File: config.mk
export PLATFORM = sky130hd
export DESIGN_NAME = barrel_shifter_log
export DESIGN_NICKNAME = d
export VERILOG_FILES = /design/src/rtl/shifter_pkg.sv /design/src/rtl/shift_kind_decode.sv /design/src/rtl/shift_stage.sv /design/src/rtl/barrel_shifter_log.sv
export SDC_FILE = /design/constraint.sdc
export NUM_CORES = 1
export LEC_CHECK = 0
export ABC_AREA = 1
export BUFFER_PORTS_ARGS = -buffer_cell sky130_fd_sc_hd__buf_4
export CORE_UTILIZATION = 55
export DETAILED_ROUTE_END_ITERATION = 8
export PLACE_DENSITY_LB_ADDON = 0.3
export SLEW_MARGIN = 20
export SYNTH_ARGS = -nofsm -noshare
export SYNTH_HDL_FRONTEND = slang
export SYNTH_HIERARCHICAL = 1
export SYNTH_SLANG_ARGS = --single-unit
File: constraint.sdc
create_clock -name vclk -period 2.83
set_clock_uncertainty 0.05 [all_clocks]
set_input_delay 0.566 -clock vclk [all_inputs]
set_output_delay 0.566 -clock vclk [all_outputs]
set_load 0.01 [all_outputs]
File: src/rtl/shifter_pkg.sv
package shifter_pkg;
  localparam int unsigned WORD_W = 32;
  localparam int unsigned DIST_W = $clog2(WORD_W);

  typedef enum logic [1:0] {
    KIND_LEFT     = 2'b00,
    KIND_LEFT_ALT = 2'b01,
    KIND_RIGHT_LG = 2'b10,
    KIND_RIGHT_AR = 2'b11
  } shift_kind_e;
endpackage

File: src/rtl/shift_kind_decode.sv
module shift_kind_decode
  import shifter_pkg::*;
(
  input  logic [1:0] kind_i,
  output logic       to_left_o,
  output logic       sign_fill_o
);
  always_comb begin
    to_left_o   = 1'b1;
    sign_fill_o = 1'b0;
    case (shift_kind_e'(kind_i))
      KIND_RIGHT_LG: to_left_o = 1'b0;
      KIND_RIGHT_AR: begin
        to_left_o   = 1'b0;
        sign_fill_o = 1'b1;
      end
      default: to_left_o = 1'b1;
    endcase
  end

  // a sign-filling form is never a left form
  always_comb begin
    a_r5_kind_exclusive: assert (!(to_left_o && sign_fill_o))
      else $error("R5 decode conflict");
  end
endmodule

File: src/rtl/shift_stage.sv
module shift_stage #(
  parameter int unsigned W    = 32,
  parameter int unsigned DIST = 1
) (
  input  logic [W-1:0] din_i,
  input  logic         en_i,
  input  logic         to_left_i,
  input  logic         fill_i,
  output logic [W-1:0] dout_o
);
  for (genvar b = 0; b < W; b++) begin : g_bit
    logic moved;
    if (b >= DIST && b + DIST < W) begin : g_mid
      assign moved = to_left_i ? din_i[b-DIST] : din_i[b+DIST];
    end else if (b >= DIST) begin : g_hi
      assign moved = to_left_i ? din_i[b-DIST] : fill_i;
    end else if (b + DIST < W) begin : g_lo
      assign moved = to_left_i ? 1'b0 : din_i[b+DIST];
    end else begin : g_none
      assign moved = to_left_i ? 1'b0 : fill_i;
    end
    assign dout_o[b] = en_i ? moved : din_i[b];
  end
endmodule

File: src/rtl/barrel_shifter_log.sv
module barrel_shifter_log
  import shifter_pkg::*;
(
  input  logic [WORD_W-1:0] data_i,
  input  logic [DIST_W-1:0] amount_i,
  input  logic [1:0]        kind_i,
  output logic [WORD_W-1:0] result_o
);
  localparam int unsigned STAGES = DIST_W;

  logic to_left;
  logic sign_fill;
  logic fill_bit;
  logic [WORD_W-1:0] stage_bus [STAGES+1];

  shift_kind_decode u_dec (
    .kind_i      (kind_i),
    .to_left_o   (to_left),
    .sign_fill_o (sign_fill)
  );

  assign fill_bit     = sign_fill & data_i[WORD_W-1];
  assign stage_bus[0] = data_i;

  // largest weight first, one distance bit per row
  for (genvar g = 0; g < STAGES; g++) begin : g_row
    localparam int unsigned BITPOS = STAGES - 1 - g;
    shift_stage #(
      .W    (WORD_W),
      .DIST (1 << BITPOS)
    ) u_row (
      .din_i     (stage_bus[g]),
      .en_i      (amount_i[BITPOS]),
      .to_left_i (to_left),
      .fill_i    (fill_bit),
      .dout_o    (stage_bus[g+1])
    );
  end

  assign result_o = stage_bus[STAGES];

  logic [WORD_W-1:0] low_mask;
  assign low_mask = (WORD_W'(1) << amount_i) - WORD_W'(1);

  always_comb begin
    if (amount_i == '0)
      a_r7_zero_pass: assert (result_o == data_i) else $error("R7 pass-through");
    if (kind_i[1] == 1'b0 && amount_i != '0)
      a_r2_low_zero: assert ((result_o & low_mask) == '0) else $error("R2 low fill");
    if (kind_i == 2'b10 && amount_i != '0)
      a_r3_top_zero: assert (result_o[WORD_W-1] == 1'b0) else $error("R3 high fill");
    if (kind_i == 2'b11)
      a_r4_sign_kept: assert (result_o[WORD_W-1] == data_i[WORD_W-1]) else $error("R4 sign");
  end
endmodule

Yosys cells after proc, flatten, opt, wreduce, memory -nomap -nowiden
Index checks and enable logic that the tools add are counted.
- output and inout port bits: 32
- flip-flop bits (word level): 0
- reduce and logical (&&, ||, !) cells: 1
- bitwise gates (word level): 1
- multiplexer cells: 321
- eq/ne operators: 2
- operators by type and width (operator ; count):
    $mux 1 ; 321
    $eq 2x2->1 const B ; 2
    $reduce_or 2->1 ; 1
    $and 1x1->1 ; 1

Logic depth before layout (Yosys ltp)
- depth after elaboration: 13
- depth in mapped cells: 25
- depth with buffers taken out: 24

Cells and area by module
Netlist, hierarchy kept.
- modules (own cells, without submodules) (module ; instances ; cells an instance ; area an instance (um^2)):
    shift_stage at g_row[2].u_row ; 1 ; 191 ; 1039.7
    shift_stage at g_row[4].u_row ; 1 ; 205 ; 827.0
    shift_stage at g_row[3].u_row ; 1 ; 201 ; 810.8
    shift_stage at g_row[1].u_row ; 1 ; 174 ; 778.2
    shift_stage at g_row[0].u_row ; 1 ; 142 ; 655.6
    shift_kind_decode ; 1 ; 3 ; 11.3
    barrel_shifter_log ; 1 ; 2 ; 7.5

Least setup slack after synthesis
No wires, ideal clock.
- path kind: input-to-output
- start: in kind_i[1]
- end: out result_o[4]
- arrival: 2.346 ns
- cell stages on the path: 24
- required time: 2.214 ns
- slack: -0.132 ns
- cell sequence: inv_1 > buf_6 > inv_8 > nand2_8 > buf_8 > nand2_2 > nand2_1 > nand2_1 > inv_1 > nand2_2 > nand3_1 > nand2_1 > inv_1 > nand2_1 > nand3_2 > nand2_2 > inv_1 > nand2_1 > nand3_1 > nand2_1 > inv_1 > nand2_1 > nand3_1 > nand2_1
- RTL lines (item ; line ; RTL):
    start, declared ; barrel_shifter_log.sv:6 ; input logic [1:0] kind_i,
    end, declared ; barrel_shifter_log.sv:7 ; output logic [WORD_W-1:0] result_o

==> out/metrics.cfg <==
[yosys]
synthDominantCellAreaShare_pct = 47.6
synthesis.area_um2 = 4130
post_synthesis_cell_type_count = 17
postSynthAreaPerCell_um2 = 4.50
synth_warnings = 6
synth_cells = 918
cell_type_with_the_highest_aggregate_area_in_the_netlist = sky130_fd_sc_hd__nand2_1
top_area_cells_in_the_synthesized_netlist = sky130_fd_sc_hd__nand2_1 (48%), sky130_fd_sc_hd__inv_1 (12%), sky130_fd_sc_hd__nand3_1 (12%), sky130_fd_sc_hd__nand2_2 (9.4%), sky130_fd_sc_hd__nand3_2 (4.8%)
synth_seq_area_share_pct = 0
synth_nets = 957

[sta]
report.final.hold_viol_count = 0
finalCritPeriodShare_pct = 115
maxSlewViolCount = 0
max-slew-margin-rel_pct = 72.1
setup_repair_after_global_routing_missed_its_margin = true
number_of_failing_setup_endpoints_in_the_final_timing_report = 32
timing.hold.ws_ps = 1610
postLayoutSetupSlackWorst_ps = -424
maxClockFrequency_ghz = 0.307
timing.final.crit_period_ps = 3250
worst_pin_slew_ps = 419

[flow_run]
max_cap_violations = 0

[power_and_ir_drop]
leakage_uw = 0.00363
vdd_ir_drop_max_mv = 0.171
power.density_cell_area_nw_per_um2 = 226

[critical_path]
startpoint_type = primary input
setup.worst_path.class = primary input to primary output
cp_most_frequent_cell = sky130_fd_sc_hd__nand2_2
crit_path_cell_trace = buf_8 -> clkinvlp_4 -> buf_12 -> inv_12 -> buf_4 -> nand3_1 -> nand2_2 -> inv_2 -> nand2_1 -> nand3_2 -> nand2_2 -> inv_2 -> nand2_2 -> nand3_2 -> nand2_2 -> inv_2 -> nand2_1 -> nand3_2 -> nand2_2 -> inv_2 -> nand2_1 -> nand3_2 -> nand2_2 -> buf_6
cp-endpoint = result_o[24]
critPathMaxFanout = 6
crit_path_top_delay_cell = sky130_fd_sc_hd__buf_12
worst_setup_path_startpoint = kind_i[1]
worst_setup_path_end_kind = primary output
largest_delay_contributor_family_on_the_critical_path = simple AND/OR/NAND/NOR gates
cp_num_buf_inv = 10
required_ps = 2210
worstPathArrival_ps = 2640
critPathMaxStageDelay_ps = 160
critical_path_depth = 24

[final_layout]
area_delta_synth_final_pct = 50.8
clock_buffers = 0
nFlopsAndLatches = 0
utilization_after_layout_pct = 85.9
drive_gt1_share_pct = 52.8
layoutNonFillerInstCount = 1123
post_route_design_area_um2 = 6230
fin_nets = 1065
antennaDiodeCount = 0
area_taken_by_flip_flops_and_latches_um2 = 0

[global_route]
global_route.overflow_total = 0
antenna_violations_before_repair = 0
grt_pass1_vias = 4927
grt_start_max_net_pins = 35
grt_first_pass_wirelength_um = 21200
grtUsageTotal_pct = 32.9

[floorplan]
top_level_ports = 71
fp.dieW_um = 88.7
dieArea_um2 = 7860
fp.dieH_um = 88.7
rows = 31
core-area_um2 = 7250
initial_utilization_pct = 56.9

[routing]
routed_wire_length_per_instance_um = 14.4
drtIter0Drc = 527
m1WireLength_um = 5840
route.met3.wl_um = 1340
viasPerCell = 5.55
drt_wl_total_um = 16100
drt.antenna.violating_nets = 0
number_of_design_rule_violations_left_after_detail_routing = 0
via_count = 6238
first_pass_iters = 6
highest_layer = met4
met2WireLength_um = 7950

[cts]
hold_buffers = 0

[placed_design]
numPlacedInstances = 1091
placement.io_buffers = 71
post_dp_cell_area_um2 = 5020
place.detailed.hpwl_um = 8970
place_congestion = 0.963

[outcome]
failed_checks = setup timing
run_status = complete, but fails checks

[min_path]
worstHoldPathType = primary input to primary output

## where the power goes
group	internal, uW	switching (uW)	total [uW]
Clock	0	0	0
Sequential	0	0	0
Combinational	592	818	1410
Total	592	818	1410
## routing by layer
| layer | vias to the layer above | global-route usage (%) |
|---|---|---|
| met1 | 2737 | 39.0 |
| met3 | 133 | 2.61 |
| met2 | 432 | 59.3 |
| met5 | - | 0 |
| met4 | 0 | 16.3 |
| li1 | 2936 | - |
## per-stage QoR
stage | setup TNS (ps) | worst slack [ps] | total power (uW)
detailed placement | -9820 | -341 | 1030
global route | -15020 | -554 | 1530
finish | -10750 | -424 | 1410
global placement | -8580 | -294 | 1020
floorplan | -2300 | -80.5 | 716
CTS | -6060 | -231 | 1160
## Yosys cell counts
library cell              instances
sky130_fd_sc_hd__o22ai_1         14
sky130_fd_sc_hd__inv_8            1
sky130_fd_sc_hd__o21ai_0          1
sky130_fd_sc_hd__nand3_1         96
sky130_fd_sc_hd__nand2_1        524
sky130_fd_sc_hd__buf_2           35
sky130_fd_sc_hd__nand2_2         62
sky130_fd_sc_hd__nand3_2         20
sky130_fd_sc_hd__inv_1          135
sky130_fd_sc_hd__buf_4            8
sky130_fd_sc_hd__inv_4            1
sky130_fd_sc_hd__buf_6           11
sky130_fd_sc_hd__buf_12           3
sky130_fd_sc_hd__inv_6            1
sky130_fd_sc_hd__inv_2            4
sky130_fd_sc_hd__buf_8            1
sky130_fd_sc_hd__nand2_8          1
## layout by cell type, fill, tap and decap left out
cell type / n
sky130_fd_sc_hd__buf_12: 10
sky130_fd_sc_hd__buf_16: 3
sky130_fd_sc_hd__buf_4: 116
sky130_fd_sc_hd__buf_6: 28
sky130_fd_sc_hd__buf_8: 2
sky130_fd_sc_hd__bufbuf_16: 2
sky130_fd_sc_hd__clkbuf_16: 1
sky130_fd_sc_hd__clkinvlp_4: 1
sky130_fd_sc_hd__inv_1: 61
sky130_fd_sc_hd__inv_12: 2
sky130_fd_sc_hd__inv_2: 75
sky130_fd_sc_hd__inv_4: 4
sky130_fd_sc_hd__nand2_1: 366
sky130_fd_sc_hd__nand2_2: 208
sky130_fd_sc_hd__nand2_4: 11
sky130_fd_sc_hd__nand2_8: 3
sky130_fd_sc_hd__nand3_1: 55
sky130_fd_sc_hd__nand3_2: 61
sky130_fd_sc_hd__o21ai_1: 1
sky130_fd_sc_hd__o22ai_2: 12
sky130_fd_sc_hd__o22ai_4: 2
## what timing repair did
item | 4_1_cts | 5_1_grt
pin swaps | 20 | 106
endpoints found under the setup margin | 32 | 32
setup buffers | 8 | 17
gates resized for setup | 138 | 172
cloned | 6 | 1
## final cells by class
cell class | instances | area, um2
tap | 99 | 124
timing repair inverter | 1 | 6.26
fill | 438 | 1020
timing repair buffer | 162 | 1590
multi-input combinational | 719 | 3940
inverter | 142 | 569
## how the worst min path moves through the flow
stage,to,cells after the start,slack (ps),startpoint
after detailed placement,result_o[10],4,1610,amount_i[0]
after global placement,result_o[11],4,1600,amount_i[0]
after CTS,result_o[7],4,1600,amount_i[0]
after global routing,result_o[30],4,1640,amount_i[0]
final,result_o[14],4,1610,amount_i[0]
after floorplan,result_o[0],2,1360,amount_i[0]
## logic make-up after synthesis
family | Yosys count | share of synthesized area (%)
simple gates | 703 | 74.0
compound gates | 15 | 2.24
buf+inv | 200 | 23.8
Note: power is estimated with default switching activity, not from simulation.
